[src/rtl/dma_req_pkg.sv]
package dma_req_pkg;
  localparam int CH_RX = 0;
  localparam int CH_TX = 1;
  localparam int NUM_CH = 2;

  typedef struct packed {
    logic single;
    logic burst;
  } req_pair_t;
endpackage

[src/rtl/dma_rst_sync.sv]
module dma_rst_sync (
  input  logic clk,
  input  logic rst_n,
  output logic srst_n
);
  logic [1:0] sync_q;

  always_ff @(posedge clk or negedge rst_n) begin
    if (!rst_n) sync_q <= 2'b00;
    else        sync_q <= {sync_q[0], 1'b1};
  end

  assign srst_n = sync_q[1];
endmodule

[src/rtl/dma_err_lock.sv]
module dma_err_lock (
  input  logic clk,
  input  logic rst_n,
  input  logic halt_en,
  input  logic err_pulse,
  input  logic clr,
  output logic lock_d,
  output logic lock_q
);
  logic set_c;

  always_comb begin
    set_c  = halt_en & err_pulse;
    lock_d = lock_q;
    if (clr)   lock_d = 1'b0;
    if (set_c) lock_d = 1'b1;
  end

  always_ff @(posedge clk or negedge rst_n) begin
    if (!rst_n) lock_q <= 1'b0;
    else        lock_q <= lock_d;
  end


  lock_set_chk: assert property (@(posedge clk) disable iff (!rst_n)
    (halt_en && err_pulse) |=> lock_q);


  lock_clr_chk: assert property (@(posedge clk) disable iff (!rst_n)
    (lock_q && clr && !(halt_en && err_pulse)) |=> !lock_q);
endmodule

[src/rtl/dma_rx_req.sv]
module dma_rx_req #(
  parameter int CW = 5
) (
  input  logic          clk,
  input  logic          rst_n,
  input  logic [CW-1:0] count,
  input  logic [CW-1:0] level,
  input  logic          en,
  input  logic          block,
  output dma_req_pkg::req_pair_t req_q
);
  import dma_req_pkg::*;

  req_pair_t req_d;
  logic      pass_c;

  always_comb begin
    pass_c       = en & ~block;
    req_d.single = pass_c & (count != '0);
    req_d.burst  = pass_c & (count >= level);
  end

  always_ff @(posedge clk or negedge rst_n) begin
    if (!rst_n) req_q <= '0;
    else        req_q <= req_d;
  end


  rx_block_chk: assert property (@(posedge clk) disable iff (!rst_n)
    block |=> (!req_q.single && !req_q.burst));


  rx_single_chk: assert property (@(posedge clk) disable iff (!rst_n)
    (en && !block && count != '0) |=> req_q.single);


  rx_burst_chk: assert property (@(posedge clk) disable iff (!rst_n)
    (count < level) |=> !req_q.burst);
endmodule

[src/rtl/dma_tx_req.sv]
module dma_tx_req #(
  parameter int DEPTH = 16,
  parameter int CW    = 5
) (
  input  logic          clk,
  input  logic          rst_n,
  input  logic [CW-1:0] count,
  input  logic [CW-1:0] level,
  input  logic          en,
  output dma_req_pkg::req_pair_t req_q
);
  import dma_req_pkg::*;

  localparam logic [CW-1:0] FULL = CW'(DEPTH);

  req_pair_t req_d;

  always_comb begin
    req_d.single = en & (count < FULL);
    req_d.burst  = en & (count < level);
  end

  always_ff @(posedge clk or negedge rst_n) begin
    if (!rst_n) req_q <= '0;
    else        req_q <= req_d;
  end


  tx_full_chk: assert property (@(posedge clk) disable iff (!rst_n)
    (count >= FULL) |=> !req_q.single);


  tx_off_chk: assert property (@(posedge clk) disable iff (!rst_n)
    !en |=> (!req_q.single && !req_q.burst));
endmodule

[src/rtl/dma_done_latch.sv]
module dma_done_latch #(
  parameter int NCH = 2
) (
  input  logic           clk,
  input  logic           rst_n,
  input  logic [NCH-1:0] set_i,
  input  logic [NCH-1:0] clr_i,
  output logic [NCH-1:0] stat_q
);
  logic [NCH-1:0] stat_d;

  for (genvar i = 0; i < NCH; i++) begin : g_ch
    always_comb begin
      stat_d[i] = stat_q[i];
      if (clr_i[i]) stat_d[i] = 1'b0;
      if (set_i[i]) stat_d[i] = 1'b1;
    end

    always_ff @(posedge clk or negedge rst_n) begin
      if (!rst_n) stat_q[i] <= 1'b0;
      else        stat_q[i] <= stat_d[i];
    end


    done_set_chk: assert property (@(posedge clk) disable iff (!rst_n)
      set_i[i] |=> stat_q[i]);


    done_clr_chk: assert property (@(posedge clk) disable iff (!rst_n)
      (clr_i[i] && !set_i[i]) |=> !stat_q[i]);
  end
endmodule

[src/rtl/dma_req_gen.sv]
module dma_req_gen #(
  parameter int DEPTH = 16,
  parameter int CW    = $clog2(DEPTH + 1)
) (
  input  logic          clk,
  input  logic          rst_n,
  input  logic [CW-1:0] rx_count,
  input  logic [CW-1:0] tx_count,
  input  logic [CW-1:0] rx_level,
  input  logic [CW-1:0] tx_level,
  input  logic          rx_dma_en,
  input  logic          tx_dma_en,
  input  logic          halt_on_err,
  input  logic          rx_err,
  input  logic          err_clr,
  input  logic          rx_done,
  input  logic          tx_done,
  input  logic [1:0]    done_clr,
  input  logic          port_irq,
  output logic          rx_sreq,
  output logic          rx_breq,
  output logic          tx_sreq,
  output logic          tx_breq,
  output logic [1:0]    done_stat,
  output logic          irq
);
  import dma_req_pkg::*;

  logic      srst_n;
  logic      lock_d;
  logic      lock_q;
  req_pair_t rx_q;
  req_pair_t tx_q;
  logic [NUM_CH-1:0] done_set;

  dma_rst_sync u_rst (
    .clk    (clk),
    .rst_n  (rst_n),
    .srst_n (srst_n)
  );

  dma_err_lock u_lock (
    .clk       (clk),
    .rst_n     (srst_n),
    .halt_en   (halt_on_err),
    .err_pulse (rx_err),
    .clr       (err_clr),
    .lock_d    (lock_d),
    .lock_q    (lock_q)
  );

  dma_rx_req #(.CW(CW)) u_rx (
    .clk   (clk),
    .rst_n (srst_n),
    .count (rx_count),
    .level (rx_level),
    .en    (rx_dma_en),
    .block (lock_d),
    .req_q (rx_q)
  );

  dma_tx_req #(.DEPTH(DEPTH), .CW(CW)) u_tx (
    .clk   (clk),
    .rst_n (srst_n),
    .count (tx_count),
    .level (tx_level),
    .en    (tx_dma_en),
    .req_q (tx_q)
  );

  always_comb begin
    done_set         = '0;
    done_set[CH_RX]  = rx_done;
    done_set[CH_TX]  = tx_done;
  end

  dma_done_latch #(.NCH(NUM_CH)) u_done (
    .clk    (clk),
    .rst_n  (srst_n),
    .set_i  (done_set),
    .clr_i  (done_clr),
    .stat_q (done_stat)
  );

  assign rx_sreq = rx_q.single;
  assign rx_breq = rx_q.burst;
  assign tx_sreq = tx_q.single;
  assign tx_breq = tx_q.burst;
  assign irq     = port_irq | (|done_stat);


  irq_merge_chk: assert property (@(posedge clk) disable iff (!srst_n)
    (done_stat != 2'b00) |-> irq);


  lock_quiet_chk: assert property (@(posedge clk) disable iff (!srst_n)
    lock_q |-> (!rx_sreq && !rx_breq));
endmodule

[config.mk]
export PLATFORM = sky130hd
export DESIGN_NAME = dma_req_gen
export DESIGN_NICKNAME = d
export VERILOG_FILES = /design/src/rtl/dma_req_pkg.sv /design/src/rtl/dma_rst_sync.sv /design/src/rtl/dma_err_lock.sv /design/src/rtl/dma_rx_req.sv /design/src/rtl/dma_tx_req.sv /design/src/rtl/dma_done_latch.sv /design/src/rtl/dma_req_gen.sv
export SDC_FILE = /design/constraint.sdc
export NUM_CORES = 1
export LEC_CHECK = 0
export CORE_ASPECT_RATIO = 0.8
export CORE_UTILIZATION = 29
export CTS_CLUSTER_SIZE = 20
export DETAILED_ROUTE_END_ITERATION = 6
export PLACE_DENSITY_LB_ADDON = 0.15
export SYNTH_ARGS = -nofsm -noshare
export SYNTH_HDL_FRONTEND = slang
export SYNTH_SLANG_ARGS = --single-unit
[constraint.sdc]
create_clock -name clk -period 0.8 [get_ports clk]
set_input_delay 0.12 -clock clk [delete_from_list [all_inputs] [get_ports clk]]
set_output_delay 0.12 -clock clk [all_outputs]
set_load 0.01 [all_outputs]
==> metrics.txt, run 1 <==
# TYPE chip_impl_metric gauge
chip_impl_info{name="run_status",value="complete, but fails checks"} 1
chip_impl_info{name="violations",value="setup timing"} 1
chip_impl_metric{name="placed_cells_incl_taps",unit=""} 114
chip_impl_metric{name="static-leakage-power",unit="nW"} 0.546
chip_impl_metric{name="core.rowCount",unit=""} 13
chip_impl_metric{name="final_net_count",unit=""} 142
chip_impl_metric{name="clock_sinks",unit=""} 9
chip_impl_metric{name="max-vdd-ir-drop",unit="uV"} 995
chip_impl_metric{name="first_pass_iters",unit=""} 1
chip_impl_metric{name="place_ws",unit="ns"} -0.838
chip_impl_metric{name="clock_pin_slew_on_the_worst_setup_and_hold_paths",unit="ns"} 0.06
chip_impl_metric{name="synth_sequential_area_ratio",unit="%"} 43.7
chip_impl_metric{name="cts_max_level",unit=""} 1
chip_impl_info{name="worstHoldPathType",value="input pin to asynchronous set/reset pin"} 1
chip_impl_metric{name="synth_edf_count",unit=""} 0
chip_impl_metric{name="max_cap_viol_count",unit=""} 0
chip_impl_metric{name="setup_viol",unit=""} 10
chip_impl_info{name="ys.flop_type",value="dfrtp_1"} 1
chip_impl_metric{name="synth_async_sr_flop_share",unit="%"} 100
chip_impl_metric{name="final-hold-violation-count",unit=""} 0
chip_impl_metric{name="gr-total-overflow",unit=""} 0
chip_impl_metric{name="route.detailed.wl_per_inst",unit="um"} 9.10
chip_impl_metric{name="coreArea",unit="mm^2"} 0.00164
chip_impl_metric{name="route.detailed.vias_per_inst",unit=""} 4.12
chip_impl_metric{name="clock.fmax",unit="MHz"} 807
chip_impl_metric{name="crit_required",unit="ns"} 0.68
chip_impl_info{name="unrepaired_setup_endpoints_after_global_routing",value="yes"} 1
chip_impl_metric{name="placedInstanceArea",unit="mm^2"} 0.00100
chip_impl_info{name="netlist.top_cell.by_area",value="dfrtp_1"} 1
chip_impl_metric{name="finalWorstSetupSlack",unit="ns"} -0.440
chip_impl_metric{name="synth_warnings",unit=""} 0
chip_impl_metric{name="worstPathArrival",unit="ns"} 1.12
chip_impl_metric{name="insertion_delay_to_the_later_sink_of_the_worst_skew_pair",unit="ns"} 0.26
chip_impl_metric{name="place_congestion",unit=""} 0.697
chip_impl_metric{name="finalClockSkew",unit="ns"} 0.000721
chip_impl_metric{name="grt_max_degree",unit=""} 8
chip_impl_metric{name="cts_made_buffers",unit=""} 3
chip_impl_metric{name="initial_core_util",unit="%"} 31.4
chip_impl_metric{name="clock_tree_buffer_depth",unit=""} 2
chip_impl_info{name="yosys-top-cells-count",value="inv_1 (13), dfrtp_1 (9), ha_1 (9)"} 1
chip_impl_metric{name="layout.filler_cells",unit=""} 138
chip_impl_metric{name="syn_inst",unit=""} 51
chip_impl_metric{name="drcViolationCount",unit=""} 0
chip_impl_metric{name="syn_area_per_cell",unit="um^2"} 10.1
chip_impl_info{name="setup_cp_type",value="register to output pin"} 1
chip_impl_metric{name="report.final.slew_viol_count",unit=""} 0
chip_impl_metric{name="drt_first_iter_violations",unit=""} 0
chip_impl_info{name="end_kind",value="output pin"} 1
chip_impl_metric{name="antenna_found_initial",unit=""} 0
chip_impl_metric{name="cts_hold_buf",unit=""} 0
chip_impl_metric{name="synth_nets",unit=""} 92
chip_impl_metric{name="detail-route-antenna-nets",unit=""} 0
chip_impl_metric{name="via_count_of_the_first_global_routing_pass",unit=""} 417
chip_impl_metric{name="power_density",unit="mW/mm^2"} 1150
chip_impl_metric{name="design_area",unit="mm^2"} 0.00107
chip_impl_metric{name="timing.critical_path.fanout_max",unit=""} 2
chip_impl_metric{name="total_die_area",unit="mm^2"} 0.00195
chip_impl_metric{name="finalCoreUtilization",unit="%"} 65.0
chip_impl_info{name="synth.most_common_cell",value="inv_1"} 1
chip_impl_metric{name="final_cell_count_no_fill",unit=""} 122
chip_impl_metric{name="route.final.wire_length",unit="um"} 1110
chip_impl_metric{name="final_min_period_over_clock_period",unit="%"} 155
chip_impl_metric{name="antenna_cells",unit=""} 0
chip_impl_info{name="ctsRootBufferMaster",value="clkbuf_4"} 1
chip_impl_metric{name="yosys.area.top_type_share",unit="%"} 43.7
chip_impl_metric{name="grt_first_pass_wirelength",unit="um"} 1670
chip_impl_metric{name="grt_use_total",unit="%"} 12.6
chip_impl_metric{name="die_width",unit="um"} 49.1
chip_impl_metric{name="estimated_wirelength_of_the_detail_placed_design",unit="um"} 875
chip_impl_metric{name="seqCellArea",unit="um^2"} 225
chip_impl_metric{name="synth_area",unit="um^2"} 515
chip_impl_metric{name="multi_input_comb_area",unit="um^2"} 320
chip_impl_metric{name="area_delta_synth_final",unit="%"} 107
chip_impl_metric{name="layout-drive-gt1-share",unit="%"} 41.0
chip_impl_metric{name="number_of_buffers_inserted_by_port_buffering",unit=""} 38
chip_impl_metric{name="dr_total_vias",unit=""} 503
chip_impl_info{name="netlist_top_cells_area",value="dfrtp_1 (44%), ha_1 (22%), inv_1 (9.5%), a211o_1 (3.4%), a21o_1 (2.9%)"} 1
chip_impl_metric{name="final.hold.worst_slack",unit="ns"} 0.0214
chip_impl_metric{name="final_period_minus_worst_setup_slack",unit="ns"} 1.24
chip_impl_info{name="tritoncts_clock_tree",value="built"} 1
chip_impl_metric{name="synth_cell_type_count",unit=""} 18
chip_impl_info{name="startpoint_type",value="register"} 1
chip_impl_metric{name="ys_ff_latch",unit=""} 9
chip_impl_metric{name="top_level_ports",unit=""} 39
chip_impl_metric{name="die-height",unit="um"} 39.7
==> critical path: stages (launching register included) <==
cell     delay, ns
dfrtp_1       0.38
or3_4         0.36
buf_6         0.13
==> per-stage QoR <==
stage | power (mW) | TNS (ns)
floorplan | 0.634 | -0.419
global placement | 0.875 | -4.09
detailed placement | 0.880 | -4.14
CTS | 1.22 | -1.27
global route | 1.30 | -1.61
finish | 1.22 | -1.22
==> registers in the layout (all words and copies together) (netlist names) <==
register and cells:
u_done.stat_q 2, u_lock.lock_q 1, u_rst.sync_q 2, u_rx.req_q 2, u_tx.req_q 2
==> report_power, final <==
part	switching, mW	total (mW)	internal [mW]
Sequential	0.0154	0.501	0.486
Combinational	0.135	0.380	0.245
Clock	0.151	0.343	0.192
==> cells by family after synthesis <==
group | synth area share [%]
and+or+nand+nor | 10.9
adders and majority gates | 21.8
AOI/OAI and AO/OA | 13.4
DFF | 43.7
buffers and inverters | 9.47
other | 0.727
==> worst paths after layout <==
kind                                         end             start  cells after the start  slack, ns
worst max-delay path                         irq  u_done.stat_q[0]                      2      -0.44
worst min-delay path             u_rst.sync_q[0]             rst_n                      1       0.02
worst max register to register     u_rx.req_q[0]     u_lock.lock_q                      3      -0.08
worst min register to register     u_rx.req_q[1]   u_rst.sync_q[1]                      0       0.11
max in group asynchronous       u_done.stat_q[1]   u_rst.sync_q[1]                      0       0.48
min in group clk                   u_rx.req_q[1]       rx_count[1]                      3       0.17
==> layout by cell type, fill, tap and decap left out, types with 2 or more instances in the layout <==
cell type,instances
buf_8,2
ha_1,4
nand2b_4,2
a21o_1,2
ha_4,3
buf_6,6
clkdlybuf4s50_1,11
inv_1,9
clkbuf_2,3
nor2_1,2
inv_2,2
a211o_1,2
dlygate4sd2_1,10
buf_2,5
buf_4,6
ha_2,2
dfrtp_1,9
clkdlybuf4s15_1,2
clkbuf_4,3
==> per-layer routing <==
metal	global-route usage (%)	routed length [um]
met5	0	0
met4	2.21	0
met3	8.53	106
met2	18.8	492
met1	15.0	511
==> layout make-up <==
type                       instances  share of cell area (%)
timing repair buffer              45                    37.5
multi-input combinational         29                    30.0
sequential                         9                    21.1
inverter                          13                    6.44
tap                               22                    2.58
clock buffer                       4                    2.46
==> repair_timing <==
| action | 4_1_cts | 5_1_grt |
|---|---|---|
| setup endpoints to repair | 10 | 10 |
| pin swaps | 12 | 11 |
| buffers inserted | 3 | 2 |
| resized for setup | 82 | 10 |
Power figures use the tool's default switching activity.
==> inputs of run 2 (changes only) <==
- REMOVE_ABC_BUFFERS: not set -> 1
- SLEW_MARGIN: not set -> 25
==> run 2 against run 1 <==
  * The flow still finishes with violations (setup timing)
  * Hold slack better by 0.0078 ns
  * Via count up 7.0%
  * Clock skew about the same
  * Clock power down 4%
  * Critical path depth unchanged
  * Count of clock-buffer cells in the layout unchanged
  * First-iteration DRC count up 5
  * Flip-flop and latch count unchanged
  * Fmax up 0.12%
  * Register-to-register slack about the same
  * Cell count up 0.82%
  * Sequential share of layout area down 0.24 points
  * Largest power group unchanged
==> metrics.txt, run 2 (synthesis results as in run 1) <==
# TYPE chip_impl_metric gauge
chip_impl_info{name="violations",value="setup timing"} 1
chip_impl_metric{name="grt_use_total",unit="%"} 14.0
chip_impl_info{name="worstHoldPathType",value="input pin to asynchronous set/reset pin"} 1
chip_impl_metric{name="post_layout_total_power",unit="mW"} 1.24
chip_impl_metric{name="cts_max_level",unit=""} 1
chip_impl_info{name="run_status",value="complete, but fails checks"} 1
chip_impl_metric{name="worstPathArrival",unit="ns"} 1.12
chip_impl_metric{name="clock_pin_slew_on_the_worst_setup_and_hold_paths",unit="ns"} 0.06
chip_impl_metric{name="top_level_ports",unit=""} 39
chip_impl_metric{name="power_density",unit="mW/mm^2"} 1140
chip_impl_metric{name="setup_viol",unit=""} 12
chip_impl_metric{name="placed_cells_incl_taps",unit=""} 115
chip_impl_metric{name="cts_made_buffers",unit=""} 3
chip_impl_info{name="origin_of_the_critical_flop_to_flop_path",value="u_lock.lock_q"} 1
chip_impl_metric{name="die-height",unit="um"} 39.7
chip_impl_info{name="tritoncts_clock_tree",value="built"} 1
chip_impl_metric{name="drt_first_iter_violations",unit=""} 5
chip_impl_metric{name="final_cell_count_no_fill",unit=""} 123
chip_impl_metric{name="die_width",unit="um"} 49.1
chip_impl_metric{name="max_cap_viol_count",unit=""} 0
chip_impl_metric{name="finalCoreUtilization",unit="%"} 65.8
chip_impl_metric{name="first_pass_iters",unit=""} 3
chip_impl_metric{name="grt_max_degree",unit=""} 8
chip_impl_metric{name="multi_input_comb_area",unit="um^2"} 358
chip_impl_info{name="startpoint_type",value="register"} 1
chip_impl_metric{name="number_of_buffers_inserted_by_port_buffering",unit=""} 38
chip_impl_metric{name="layout-drive-gt1-share",unit="%"} 48.5
chip_impl_info{name="unrepaired_setup_endpoints_after_global_routing",value="yes"} 1
chip_impl_metric{name="total_die_area",unit="mm^2"} 0.00195
chip_impl_info{name="timing.rr.end",value="u_rx.req_q[0]"} 1
chip_impl_metric{name="dr_total_vias",unit=""} 538
chip_impl_metric{name="report.final.slew_viol_count",unit=""} 0
chip_impl_metric{name="place_congestion",unit=""} 0.595
chip_impl_metric{name="clock.fmax",unit="MHz"} 808
chip_impl_metric{name="layout.filler_cells",unit=""} 142
chip_impl_metric{name="antenna_cells",unit=""} 0
chip_impl_metric{name="max-vdd-ir-drop",unit="uV"} 620
chip_impl_metric{name="finalWorstSetupSlack",unit="ns"} -0.438
chip_impl_info{name="final_common_cell",value="clkdlybuf4s50_1"} 1
chip_impl_metric{name="area_delta_synth_final",unit="%"} 110
chip_impl_metric{name="core.rowCount",unit=""} 13
chip_impl_metric{name="grt_first_pass_wirelength",unit="um"} 1980
chip_impl_metric{name="static-leakage-power",unit="nW"} 0.532
chip_impl_metric{name="via_count_of_the_first_global_routing_pass",unit=""} 511
chip_impl_info{name="ctsRootBufferMaster",value="clkbuf_4"} 1
chip_impl_metric{name="clock_sinks",unit=""} 9
chip_impl_metric{name="route.detailed.wl_per_inst",unit="um"} 9.74
chip_impl_metric{name="final.hold.worst_slack",unit="ns"} 0.0292
chip_impl_metric{name="seqCellArea",unit="um^2"} 225
chip_impl_info{name="setup_cp_type",value="register to output pin"} 1
chip_impl_metric{name="initial_core_util",unit="%"} 31.4
chip_impl_metric{name="final_period_minus_worst_setup_slack",unit="ns"} 1.24
chip_impl_metric{name="tns",unit="ns"} -1.41
chip_impl_metric{name="crit_required",unit="ns"} 0.68
chip_impl_metric{name="final_min_period_over_clock_period",unit="%"} 155
chip_impl_metric{name="route.detailed.vias_per_inst",unit=""} 4.37
chip_impl_metric{name="regToRegSetupSlack",unit="ns"} -0.09
chip_impl_info{name="mostFrequentLayoutCells",value="clkdlybuf4s50_1 (11), dfrtp_1 (9), dlygate4sd2_1 (8), buf_6 (8)"} 1
chip_impl_metric{name="detail-route-antenna-nets",unit=""} 0
chip_impl_info{name="end_kind",value="output pin"} 1
chip_impl_metric{name="coreArea",unit="mm^2"} 0.00164
chip_impl_metric{name="gr-total-overflow",unit=""} 0
chip_impl_metric{name="route.final.wire_length",unit="um"} 1200
chip_impl_metric{name="finalClockSkew",unit="ns"} 0.000897
chip_impl_metric{name="timing.critical_path.fanout_max",unit=""} 2
chip_impl_metric{name="final_net_count",unit=""} 143
chip_impl_metric{name="insertion_delay_to_the_later_sink_of_the_worst_skew_pair",unit="ns"} 0.25
chip_impl_metric{name="final-hold-violation-count",unit=""} 0
chip_impl_metric{name="clock_tree_buffer_depth",unit=""} 2
chip_impl_metric{name="estimated_wirelength_of_the_detail_placed_design",unit="um"} 868
chip_impl_metric{name="drcViolationCount",unit=""} 0
chip_impl_metric{name="antenna_found_initial",unit=""} 0
chip_impl_metric{name="ff2ff_path_depth",unit=""} 3
[run 2: changes by cell type in the layout (fill, tap and decap cells not counted), moves of 2 or more]
cell,before,now
inv_1,9,7
buf_6,6,8
buf_2,5,7
inv_4,0,2
ha_1,4,2
dlygate4sd2_1,10,8
inv_2,2,4
ha_4,3,6
buf_8,2,0
[run 2: cell type report]
cell class / instances / area share (%)
Clock buffer: 4 / 2.43
Inverter: 13 / 4.98
Tap cell: 22 / 2.55
Sequential cell: 9 / 20.8
Multi-Input combinational cell: 29 / 33.1
Timing Repair Buffer: 46 / 36.1
[run 2: where the power goes]
group	switching [mW]	leakage (nW)	internal, mW	total, mW
logic	0.147	0.408	0.257	0.404
registers	0.0157	0.109	0.486	0.502
clock network	0.139	0.0150	0.191	0.330
total	0.302	0.532	0.934	1.24
[run 2: worst max path at each step]
stage	startpoint	end	slack, ns
2_1_floorplan	rx_count[0]	u_rx.req_q[0]	-0.32
3_3_place_gp	rx_count[0]	u_rx.req_q[0]	-0.81
3_5_place_dp	rx_count[0]	u_rx.req_q[0]	-0.88
4_1_cts	u_done.stat_q[0]	irq	-0.42
5_1_grt	u_done.stat_q[0]	irq	-0.47
6_report	u_done.stat_q[0]	irq	-0.44
[run 2: worst max-delay path, stage by stage, from the launching register on]
cell and delay, ns:
dfrtp_1 0.37, or3_1 0.35, buf_2 0.15
[run 2: what timing repair did]
action,CTS,global route
pin swaps,15,8
hold buffers,0,0
hold endpoints to repair,0,0
resized for setup,90,13
endpoints found under the setup margin,11,11
setup buffers,2,2
[run 2: routing by layer]
layer,global-route usage (%),part of all wire (%),up-vias
met5,0,0,-
met4,8.82,1.0,0
met3,2.71,9.0,2
met2,26.0,51,23
met1,15.2,39,242
li1,-,-,271
[run 2: per-stage QoR]
step | worst slack (ns) | cell area, um^2
floorplan | -0.316 | 515
finish | -0.438 | 1080
global placement | -0.811 | 953
global route | -0.471 | 1080
detailed placement | -0.875 | 953
CTS | -0.423 | 1060
==> inputs of run 3 (changes only) <==
- GPL_ROUTABILITY_DRIVEN: not set -> 0
==> results of run 3 <==
The final DEF is identical to that of run 2; final timing and power are the same.
